===== config.mk =====
export PLATFORM = sky130hd
export DESIGN_NAME = vf_cfg_regfile
export DESIGN_NICKNAME = d
export VERILOG_FILES = /design/src/rtl/vf_cfg_pkg.sv /design/src/rtl/vf_cfg_state.sv /design/src/rtl/vf_cfg_flr_gen.sv /design/src/rtl/vf_cfg_rd_port.sv /design/src/rtl/vf_cfg_regfile.sv
export SDC_FILE = /design/constraint.sdc
export NUM_CORES = 1
export LEC_CHECK = 0
export BUFFER_PORTS_ARGS = -buffer_cell sky130_fd_sc_hd__buf_2
export CAP_MARGIN = 25
export CORE_MARGIN = 1.5
export CORE_UTILIZATION = 30
export DETAILED_ROUTE_END_ITERATION = 8
export PLACE_DENSITY = 0.66
export SLEW_MARGIN = 40
export SYNTH_ARGS = -nofsm -noshare
export SYNTH_HDL_FRONTEND = slang
export SYNTH_SLANG_ARGS = --single-unit
export TNS_END_PERCENT = 20

===== constraint.sdc =====
create_clock -name clk -period 3.5 [get_ports clk]
set_input_delay 0.35 -clock clk [delete_from_list [all_inputs] [get_ports clk]]
set_output_delay 0.35 -clock clk [all_outputs]
set_load 0.01 [all_outputs]

===== src/rtl/vf_cfg_pkg.sv =====
// Package: shared constants and types for the VF configuration register file.
// Assumes dword-indexed addressing (byte offset / 4) within a 4 KB space.
package vf_cfg_pkg;

    localparam int DW_W = 10;
    localparam int EV_W = 10;

    // Dword indices of the decoded locations
    localparam logic [DW_W-1:0] DW_IDENT  = 10'h000;
    localparam logic [DW_W-1:0] DW_CMDSTS = 10'h001;
    localparam logic [DW_W-1:0] DW_HDRMSC = 10'h003;
    localparam logic [DW_W-1:0] DW_CAPPTR = 10'h00D;
    localparam logic [DW_W-1:0] DW_PCIECL = 10'h010;
    localparam logic [DW_W-1:0] DW_DEVCS  = 10'h012;
    localparam logic [DW_W-1:0] DW_LNKCAP = 10'h013;
    localparam logic [DW_W-1:0] DW_DCAP2  = 10'h015;
    localparam logic [DW_W-1:0] DW_LNKCS2 = 10'h018;

    // Event flag positions
    localparam int EV_POIS_RX  = 0;
    localparam int EV_POIS_TX  = 1;
    localparam int EV_CA_SENT  = 2;
    localparam int EV_CA_RCVD  = 3;
    localparam int EV_UR_RCVD  = 4;
    localparam int EV_ERRMSG   = 5;
    localparam int EV_CORR     = 6;
    localparam int EV_NONFATAL = 7;
    localparam int EV_FATAL    = 8;
    localparam int EV_UR_DET   = 9;

    // Bit positions inside the command/status and device control/status dwords
    localparam int B_BME   = 2;
    localparam int B_EXTCP = 20;
    localparam int B_PERR  = 24;
    localparam int B_STA   = 27;
    localparam int B_RTA   = 28;
    localparam int B_RMA   = 29;
    localparam int B_SSE   = 30;
    localparam int B_FLR   = 15;
    localparam int B_CED   = 16;
    localparam int B_NFED  = 17;
    localparam int B_FED   = 18;
    localparam int B_URD   = 19;
    localparam int B_TPND  = 21;
    localparam int B_DEEMP = 16;

    localparam logic [7:0]  MSIX_CAP_OFS  = 8'h7C;
    localparam logic [31:0] PCIE_CAP_WORD = 32'h0002_0010;

    // Per-VF stored state
    typedef struct packed {
        logic sse;
        logic rma;
        logic rta;
        logic sta;
        logic perr;
        logic urd;
        logic fed;
        logic nfed;
        logic ced;
        logic bme;
    } vf_state_t;

endpackage


===== src/rtl/vf_cfg_state.sv =====
// Module: stored state of one VF (bus-master enable and sticky status bits).
// Assumes the decode strobes are already qualified with this VF's index.
// Priority on an edge: FLR clear, then event set, then write-one-to-clear.
module vf_cfg_state
    import vf_cfg_pkg::*;
(
    input  logic            clk,
    input  logic            rst_n,
    input  logic            wr_cmd,
    input  logic            wr_devcs,
    input  logic [31:0]     wdata,
    input  logic            ev_hit,
    input  logic [EV_W-1:0] ev_bits,
    input  logic            pf_perr_en,
    input  logic            pf_serr_en,
    input  logic            flr_clr,
    output vf_state_t       st
);

    vf_state_t nxt;

    // Next-state: writes, then gated event sets, then FLR clear
    always_comb begin
        nxt = st;
        if (wr_cmd) begin
            nxt.bme  = wdata[B_BME];
            nxt.perr = nxt.perr & ~wdata[B_PERR];
            nxt.sta  = nxt.sta  & ~wdata[B_STA];
            nxt.rta  = nxt.rta  & ~wdata[B_RTA];
            nxt.rma  = nxt.rma  & ~wdata[B_RMA];
            nxt.sse  = nxt.sse  & ~wdata[B_SSE];
        end
        if (wr_devcs) begin
            nxt.ced  = nxt.ced  & ~wdata[B_CED];
            nxt.nfed = nxt.nfed & ~wdata[B_NFED];
            nxt.fed  = nxt.fed  & ~wdata[B_FED];
            nxt.urd  = nxt.urd  & ~wdata[B_URD];
        end
        if (ev_hit) begin
            if ((ev_bits[EV_POIS_RX] || ev_bits[EV_POIS_TX]) && pf_perr_en)
                nxt.perr = 1'b1;
            if (ev_bits[EV_CA_SENT]) nxt.sta = 1'b1;
            if (ev_bits[EV_CA_RCVD]) nxt.rta = 1'b1;
            if (ev_bits[EV_UR_RCVD]) nxt.rma = 1'b1;
            if (ev_bits[EV_ERRMSG] && pf_serr_en) nxt.sse = 1'b1;
            if (ev_bits[EV_CORR])     nxt.ced  = 1'b1;
            if (ev_bits[EV_NONFATAL]) nxt.nfed = 1'b1;
            if (ev_bits[EV_FATAL])    nxt.fed  = 1'b1;
            if (ev_bits[EV_UR_DET])   nxt.urd  = 1'b1;
        end
        if (flr_clr)
            nxt = '0;
    end

    // State register
    always_ff @(posedge clk) begin
        if (!rst_n) st <= '0;
        else        st <= nxt;
    end

endmodule


===== src/rtl/vf_cfg_flr_gen.sv =====
// Module: per-VF Function-Level Reset pulse generator.
// Assumes flr_req is a single decoded write of the FLR bit; pulses last one cycle.
module vf_cfg_flr_gen #(
    parameter int NUM_VF   = 4,
    parameter int VF_IDX_W = 2
) (
    input  logic                clk,
    input  logic                rst_n,
    input  logic                flr_req,
    input  logic [VF_IDX_W-1:0] flr_vf,
    input  logic                pf_flr_cap,
    output logic [NUM_VF-1:0]   flr_pulse
);

    for (genvar i = 0; i < NUM_VF; i++) begin : g_pulse
        // One-cycle pulse for the addressed VF when the parent allows FLR
        always_ff @(posedge clk) begin
            if (!rst_n) flr_pulse[i] <= 1'b0;
            else        flr_pulse[i] <= flr_req && pf_flr_cap && (flr_vf == VF_IDX_W'(i));
        end
    end

endmodule


===== src/rtl/vf_cfg_rd_port.sv =====
// Module: read decode and one-cycle registered read response.
// Assumes st holds every VF's state; an index beyond NUM_VF reads zero.
module vf_cfg_rd_port
    import vf_cfg_pkg::*;
#(
    parameter int NUM_VF   = 4,
    parameter int VF_IDX_W = 2
) (
    input  logic                    clk,
    input  logic                    rst_n,
    input  logic                    rd_en,
    input  logic [VF_IDX_W-1:0]     rd_vf,
    input  logic [DW_W-1:0]         rd_dw,
    input  vf_state_t [NUM_VF-1:0]  st,
    input  logic [NUM_VF-1:0]       tx_pending,
    input  logic [31:0]             pf_link_cap,
    input  logic [31:0]             pf_devcap2,
    input  logic                    pf_deemph,
    output logic                    rsp_valid,
    output logic [31:0]             rsp_rdata
);

    vf_state_t   sel;
    logic        sel_pend;
    logic [31:0] rd_word;

    // Select the addressed VF's state and pending flag
    always_comb begin
        sel      = '0;
        sel_pend = 1'b0;
        for (int i = 0; i < NUM_VF; i++) begin
            if (rd_vf == VF_IDX_W'(i)) begin
                sel      = st[i];
                sel_pend = tx_pending[i];
            end
        end
    end

    // Address decode into the read word
    always_comb begin
        rd_word = '0;
        unique case (rd_dw)
            DW_IDENT:  rd_word = '1;
            DW_CMDSTS: begin
                rd_word[B_BME]   = sel.bme;
                rd_word[B_EXTCP] = 1'b1;
                rd_word[B_PERR]  = sel.perr;
                rd_word[B_STA]   = sel.sta;
                rd_word[B_RTA]   = sel.rta;
                rd_word[B_RMA]   = sel.rma;
                rd_word[B_SSE]   = sel.sse;
            end
            DW_HDRMSC: rd_word = '0;
            DW_CAPPTR: rd_word = {24'h0, MSIX_CAP_OFS};
            DW_PCIECL: rd_word = PCIE_CAP_WORD;
            DW_DEVCS: begin
                rd_word[B_CED]  = sel.ced;
                rd_word[B_NFED] = sel.nfed;
                rd_word[B_FED]  = sel.fed;
                rd_word[B_URD]  = sel.urd;
                rd_word[B_TPND] = sel_pend;
            end
            DW_LNKCAP: rd_word = pf_link_cap;
            DW_DCAP2:  rd_word = pf_devcap2;
            DW_LNKCS2: rd_word[B_DEEMP] = pf_deemph;
            default:   rd_word = '0;
        endcase
    end

    // Response register: data due one cycle after acceptance
    always_ff @(posedge clk) begin
        if (!rst_n) begin
            rsp_valid <= 1'b0;
            rsp_rdata <= '0;
        end else begin
            rsp_valid <= rd_en;
            rsp_rdata <= rd_en ? rd_word : '0;
        end
    end

endmodule


===== src/rtl/vf_cfg_regfile.sv =====
// Module: top of the VF configuration register file.
// Decodes requests and events per VF, instantiates per-VF state, the FLR
// pulse generator and the read port. Assumes one request per cycle, always accepted.
module vf_cfg_regfile
    import vf_cfg_pkg::*;
#(
    parameter int NUM_VF   = 4,
    parameter int VF_IDX_W = $clog2(NUM_VF)
) (
    input  logic                clk,
    input  logic                rst_n,
    input  logic                req_valid,
    input  logic                req_write,
    input  logic [VF_IDX_W-1:0] req_vf,
    input  logic [9:0]          req_dword,
    input  logic [31:0]         req_wdata,
    output logic                rsp_valid,
    output logic [31:0]         rsp_rdata,
    input  logic                ev_valid,
    input  logic [VF_IDX_W-1:0] ev_vf,
    input  logic [9:0]          ev_bits,
    input  logic [NUM_VF-1:0]   tx_pending,
    input  logic                pf_perr_en,
    input  logic                pf_serr_en,
    input  logic                pf_flr_cap,
    input  logic [31:0]         pf_link_cap,
    input  logic [31:0]         pf_devcap2,
    input  logic                pf_deemph,
    output logic [NUM_VF-1:0]   flr_pulse
);

    logic                   wr_any;
    logic                   rd_any;
    logic                   wr_cmd_dw;
    logic                   wr_devcs_dw;
    vf_state_t [NUM_VF-1:0] vf_st;

    // Request qualification
    always_comb begin
        wr_any      = req_valid && req_write;
        rd_any      = req_valid && !req_write;
        wr_cmd_dw   = wr_any && (req_dword == DW_CMDSTS);
        wr_devcs_dw = wr_any && (req_dword == DW_DEVCS);
    end

    for (genvar i = 0; i < NUM_VF; i++) begin : g_vf
        logic hit_req;
        logic hit_ev;
        assign hit_req = (req_vf == VF_IDX_W'(i));
        assign hit_ev  = ev_valid && (ev_vf == VF_IDX_W'(i));

        vf_cfg_state u_state (
            .clk        (clk),
            .rst_n      (rst_n),
            .wr_cmd     (wr_cmd_dw && hit_req),
            .wr_devcs   (wr_devcs_dw && hit_req),
            .wdata      (req_wdata),
            .ev_hit     (hit_ev),
            .ev_bits    (ev_bits),
            .pf_perr_en (pf_perr_en),
            .pf_serr_en (pf_serr_en),
            .flr_clr    (flr_pulse[i]),
            .st         (vf_st[i])
        );
    end

    vf_cfg_flr_gen #(
        .NUM_VF   (NUM_VF),
        .VF_IDX_W (VF_IDX_W)
    ) u_flr (
        .clk        (clk),
        .rst_n      (rst_n),
        .flr_req    (wr_devcs_dw && req_wdata[B_FLR]),
        .flr_vf     (req_vf),
        .pf_flr_cap (pf_flr_cap),
        .flr_pulse  (flr_pulse)
    );

    vf_cfg_rd_port #(
        .NUM_VF   (NUM_VF),
        .VF_IDX_W (VF_IDX_W)
    ) u_rd (
        .clk         (clk),
        .rst_n       (rst_n),
        .rd_en       (rd_any),
        .rd_vf       (req_vf),
        .rd_dw       (req_dword),
        .st          (vf_st),
        .tx_pending  (tx_pending),
        .pf_link_cap (pf_link_cap),
        .pf_devcap2  (pf_devcap2),
        .pf_deemph   (pf_deemph),
        .rsp_valid   (rsp_valid),
        .rsp_rdata   (rsp_rdata)
    );

endmodule


# --- After elaboration in Yosys (flattened, before gate mapping) ---
# Index checks and enable logic that the tools add are counted.
# W data, S select, Z words.
op_classes:
  eq_ne: 13
  muxes: 68
  bitwise: 46
  n_reduce_logical: 36
op_table:
  columns: ["operator", "n"]
  rows:
  - ["$pmux W13 S5", 1]
  - ["$eq A10 B5 Y1 const B", 5]
  - ["$mux W1", 40]
  - ["$mux W10", 4]
  - ["$and A1 B1 Y1", 36]
  - ["$mux W9", 4]
  - ["$logic_and A1 B1 Y1", 24]
  - ["$mux W5", 4]
  - ["$pmux W2 S3", 3]
  - ["$mux W4", 4]
  - ["$pmux W4 S4", 1]
  - ["$pmux W3 S5", 1]
  - ["$pmux W1 S4", 3]
  - ["$reduce_or A2 Y1", 6]
  - ["$eq A10 B1 Y1 const B", 1]
  - ["$eq A10 B4 Y1 const B", 1]
  - ["$logic_not A10 Y1", 1]
  - ["$not A1 Y1", 10]
  - ["$eq A2 B2 Y1 const B", 4]
  - ["$pmux W1 S3", 2]
  - ["$pmux W1 S5", 1]
  - ["$eq A2 B1 Y1 const B", 2]
  - ["$logic_not A2 Y1", 2]
  - ["$reduce_and A2 Y1", 1]
  - ["other kinds (2)", 2]
word_totals:
  register_bits: 77
  input_bits: 133
  output_inout_bits: 37
  elab_cells: 209

# --- Logic depth before layout (Yosys ltp) ---
logic_depth:
  word_depth: 6
  depth_mapped: 7

# --- By module ---
# Synthesis repeated with hierarchy kept, for this count alone.
hier_totals:
  hier_cells: 390
  area_unflattened_um2: 3717.3
modules_own_cells:
  columns: ["module", "instances", "cells_per_inst", "area_per_inst_um2"]
  rows:
  - ["vf_cfg_rd_port", 1, 184, 1790.5]
  - ["vf_cfg_state", 4, 42, 412.9]
  - ["vf_cfg_regfile", 1, 27, 152.6]
  - ["vf_cfg_flr_gen", 1, 11, 122.6]

# --- Worst setup path before layout ---
# Ideal clock, no wire load.
synth_path:
  path_type: "input-to-reg"
  from: "input port req_vf[0]"
  to: "register g_vf[0].u_state.st[5] (netlist name)"
  setup_time_ps: 132
  arrival_ps: 1672
  required_ps: 3368
  setup_slack_ps: 1696
  stages: 5
  cell_sequence: "clkbuf_1 nor4bb_1 nand4_1 o21ai_0 a21oi_1"
synth_between:
  elab_chain_cells: 5
synth_lines:
  columns: ["item", "line", "text"]
  rows:
  - ["start, declared", "vf_cfg_regfile.sv:14", "input logic [VF_IDX_W-1:0] req_vf,"]
  - ["$logic_not A2 Y1 *", "vf_cfg_regfile.sv:49", "assign hit_req = (req_vf == VF_IDX_W'(i));"]
  - ["$logic_and A1 B1 Y1 *", "vf_cfg_regfile.sv:55", ".wr_cmd (wr_cmd_dw && hit_req),"]
  - ["$mux W5 *", "vf_cfg_state.sv:25", "if (wr_cmd) begin"]
  - ["$mux W1", "vf_cfg_state.sv:40", "if ((ev_bits[EV_POIS_RX] || ev_bits[EV_POIS_TX]) && pf_perr_en)"]
  - ["$mux W9 *", "vf_cfg_state.sv:39", "if (ev_hit) begin"]
# Mark *: on every way between the ends. The rest lies on a longest branch, timed or not.
# A chain may end at the register's enable or synchronous reset.

# --- Worst setup path after layout ---
layout_path:
  from: "input port req_dword[2]"
  to: "register u_rd.rsp_rdata[3]"
layout_between:
  elab_chain_cells: 2
layout_lines:
  columns: ["item", "line", "text"]
  rows:
  - ["start, declared", "vf_cfg_regfile.sv:15", "input logic [9:0] req_dword,"]
  - ["$eq A10 B5 Y1, or another cell as far along", "vf_cfg_rd_port.sv:42", "unique case (rd_dw)"]
  - ["$pmux W13 S5 *", "vf_cfg_rd_port.sv:42", null]
  - ["end signal, assigned", "vf_cfg_rd_port.sv:77", "rsp_rdata <= rd_en ? rd_word : '0;"]
  - ["end, declared", "vf_cfg_rd_port.sv:20", "output logic [31:0] rsp_rdata"]
# Marks and branches as above.

==> results.sh <==
export IMPL_swShare_pct=22.10
export IMPL_setup_tns_ns=0
export IMPL_peakVddDrop_uv=213.2
export IMPL_post_drt_wl_per_cell_um=16.73
export IMPL_synthArstFlopShare_pct=0
export IMPL_status="complete, no violations"
export IMPL_port_buffer_count=148
export IMPL_cts_tree="yes"
export IMPL_p_switching_mw=0.4703
export IMPL_synth_cell_area_um2=3608
export IMPL_die_area_um2=12700
export IMPL_antenna_found_initial=2
export IMPL_power_density_nw_per_um2=444.4
export IMPL_setup_worst_path_class="in -> reg"
export IMPL_cts_root_buffer="clkbuf_16"
export IMPL_netlist_instances=420
export IMPL_die_w_um=112.7
export IMPL_cts_buffer_depth=2
export IMPL_ff2ff_setup_slack_ns=2.15
export IMPL_r2r_start="g_vf[3].u_state.st[3]"
export IMPL_grt_pass1_vias=3661
export IMPL_post_dp_hpwl_mm=8.997
export IMPL_seqPwrFrac_pct=42.1
export IMPL_endpoint="u_rd.rsp_rdata[3]"
export IMPL_cts_resized_gates=0
export IMPL_track_usage_pct=18.56
export IMPL_required_ns=3.75
export IMPL_placed_cell_area_um2=4441
export IMPL_io_pins=170
export IMPL_synth_edff_count=0
export IMPL_cp_end_kind="flop"
export IMPL_fp_row_count=39
export IMPL_slew_headroom_pct=46.75
export IMPL_post_cts_setup_buffers=0
export IMPL_worst_pin_slew_ns=0.7928
export IMPL_slowest_stage="or4_4"
export IMPL_vias=3687
export IMPL_rr_endpoint="u_rd.rsp_rdata[18]"
export IMPL_ys_seq_area_share_pct=42.72
export IMPL_cts_hold_buffers=0
export IMPL_drv_slew=0
export IMPL_ys_types=42
export IMPL_final_cell_area_um2=4788
export IMPL_grt_pass1_wl_mm=18.21
export IMPL_path_max_fanout=22
export IMPL_clockPowerShare_pct=49.2
export IMPL_drtIter0Drc=271
export IMPL_die_h_um=112.7
export IMPL_worstRegToRegCells=4
export IMPL_layout_drive_gt1_share_pct=34.35
export IMPL_gp_congestion=0.8153
export IMPL_cts_num_sinks=77
export IMPL_yosysWarningCount=0
export IMPL_htree_levels=3
export IMPL_start_util_pct=31.20
export IMPL_regArea_um2=1541
export IMPL_fillers=1165
export IMPL_vias_per_cell=5.237
export IMPL_crit_chain="buf_2 -> or4_4 -> nor4_4 -> buf_4 -> a22oi_1 -> a211oi_1"
export IMPL_cap_violations=0
export IMPL_syn_avg_cell_area_um2=8.592
export IMPL_finalHoldViolations=0
export IMPL_clk_latency_ns=0.34
export IMPL_rsz0062_at_grt="false"
export IMPL_fin_crit_ns=2.133
export IMPL_grt_ovfl_total=0
export IMPL_drc=0
export IMPL_grt_max_degree=23
export IMPL_crit_arrival_ns=2.38
export IMPL_first_pass_iters=4
export IMPL_critPathMaxStageDelay_ns=0.56
export IMPL_core_um2=11560
export IMPL_setup_viol=0
export IMPL_fin_crit_sh_pct=60.94
export IMPL_hold_path_class="in -> reg"
export IMPL_skew_ns=0.005743
export IMPL_ys_ff_latch=77
export IMPL_fmax_mhz=468.9
export IMPL_clk_pin_slew_ns=0.06
export IMPL_syn_nets=553
export IMPL_numCtsBuffers=9
export IMPL_internal_power_mw=1.658
export IMPL_area_growth_pct=32.70
export IMPL_synth_ff_type="dfxtp_1"
export IMPL_multi_input_area_um2=1844
export IMPL_nets=687
export IMPL_p_leak_nw=1.908
export IMPL_hold_worst_slack_ns=0.2561
export IMPL_drt_wl_total_mm=11.78
export IMPL_post_place_ws_ns=1.036
export IMPL_fin_ws_ns=1.367
export IMPL_crit_path_start_kind="primary input"
export IMPL_cp_startpoint="req_dword[2]"
export IMPL_drt_antenna_violating_nets=0
export IMPL_p_comb_share_pct=8.7
-- logic make-up after synthesis --
| kind of cell | count (synthesis) | share of synthesized area [%] |
|---|---|---|
| mux | 12 | 7.178 |
| compound gates | 139 | 22.99 |
| xor+xnor | 1 | 0.2428 |
| simple gates | 139 | 20.53 |
| buf+inv | 52 | 6.345 |
| flops | 77 | 42.72 |
-- how the worst min path moves through the flow --
stage | startpoint | end | slack [ns] | depth (start not counted)
floorplan | g_vf[2].u_state.st[0] | g_vf[2].u_state.st[0] | 0.43 | 2
global placement | g_vf[1].u_state.st[0] | g_vf[1].u_state.st[0] | 0.45 | 2
detailed placement | g_vf[1].u_state.st[0] | g_vf[1].u_state.st[0] | 0.45 | 2
CTS | pf_link_cap[20] | u_rd.rsp_rdata[20] | 0.25 | 3
global route | pf_devcap2[25] | u_rd.rsp_rdata[25] | 0.28 | 3
finish | pf_link_cap[20] | u_rd.rsp_rdata[20] | 0.26 | 3
-- worst max-delay path, delay by kind of cell --
family | cells | cell delay, ns
AO/OA/AOI/OAI | 2 | 0.40
buffers and inverters | 2 | 0.50
AND/OR/NAND/NOR | 2 | 1.12
-- layout make-up --
| type | instances | area share, % |
|---|---|---|
| flip-flops and latches | 77 | 32.19 |
| repair buffers | 157 | 16.88 |
| clock buffers | 12 | 5.566 |
| inverters | 18 | 1.411 |
| multi-input cells | 291 | 38.52 |
| diodes | 2 | 0.1045 |
| clock inverters | 4 | 1.594 |
| well taps | 143 | 3.737 |
-- power groups by stage --
stage / combinational (mW) / sequential (mW) / clock, mW
2_1_floorplan: 0.0806 / 0.914 / 0
3_3_place_gp: 0.180 / 0.915 / 0
3_5_place_dp: 0.184 / 0.916 / 0
4_1_cts: 0.185 / 0.896 / 1.06
5_1_grt: 0.203 / 0.897 / 1.10
6_report: 0.185 / 0.897 / 1.05
-- state kept, by name, indices dropped and copies added, names as in the netlist --
register / flops
u_flr.flr_pulse: 4
g_vf.u_state.st: 40
u_rd.rsp_rdata: 32
u_rd.rsp_valid: 1
-- layout by cell type, fill, tap and decap left out, types with 4 or more instances in the layout --
master / n
a211oi_1: 8
a21oi_1: 48
a221oi_1: 16
a22oi_1: 12
and3_1: 4
buf_2: 148
buf_4: 9
clkbuf_16: 9
dfxtp_1: 77
inv_1: 18
mux4_2: 11
nand2_1: 56
nand2b_1: 4
nand3_1: 11
nand4_1: 5
nor2_1: 10
nor3_1: 22
nor3b_1: 5
o21ai_0: 47
-- through the flow --
| step | total power, mW | utilization [%] | std cells |
|---|---|---|---|
| floorplan | 0.9947 | - | 420 |
| finish | 2.128 | 41.40 | 704 |
| global route | 2.199 | 41.36 | 702 |
| detailed placement | 1.100 | 38.40 | 686 |
| global placement | 1.095 | 38.34 | 686 |
| CTS | 2.143 | 41.36 | 702 |
-- cell usage after synthesis, types with 2 or more instances --
library cell,number,share of area [%]
a22oi_1,12,2.5
a211oi_1,8,1.7
dfxtp_1,77,43
mux4_2,11,6.9
buf_1,8,0.83
and4b_1,2,0.55
or3_1,2,0.35
nor4_1,2,0.35
buf_2,6,0.83
and4_1,3,0.73
inv_1,18,1.9
and3_1,4,0.69
nand4_1,5,0.87
o21ai_0,47,6.5
nor2_1,10,1.0
a221oi_1,16,3.9
a21oi_1,48,6.7
nor4bb_1,2,0.55
a31oi_1,3,0.52
buf_4,7,1.5
nand3_1,11,1.5
nand2b_1,4,0.69
nor3_1,22,3.1
nand2_1,56,5.8
clkbuf_1,13,1.4
nand3b_1,2,0.42
nor3b_1,5,1.0
nor4_4,2,1.2
-- per-layer routing --
| layer | up-vias | GRT usage (%) | part of all wire [%] |
|---|---|---|---|
| li1 | 1814 | - | - |
| met1 | 1701 | 20.37 | 39 |
| met2 | 156 | 33.74 | 51 |
| met3 | 16 | 4.266 | 8.2 |
| met4 | 0 | 8.861 | 1.6 |
| met5 | - | 0 | 0 |
(Power assumes the default switching activity.)
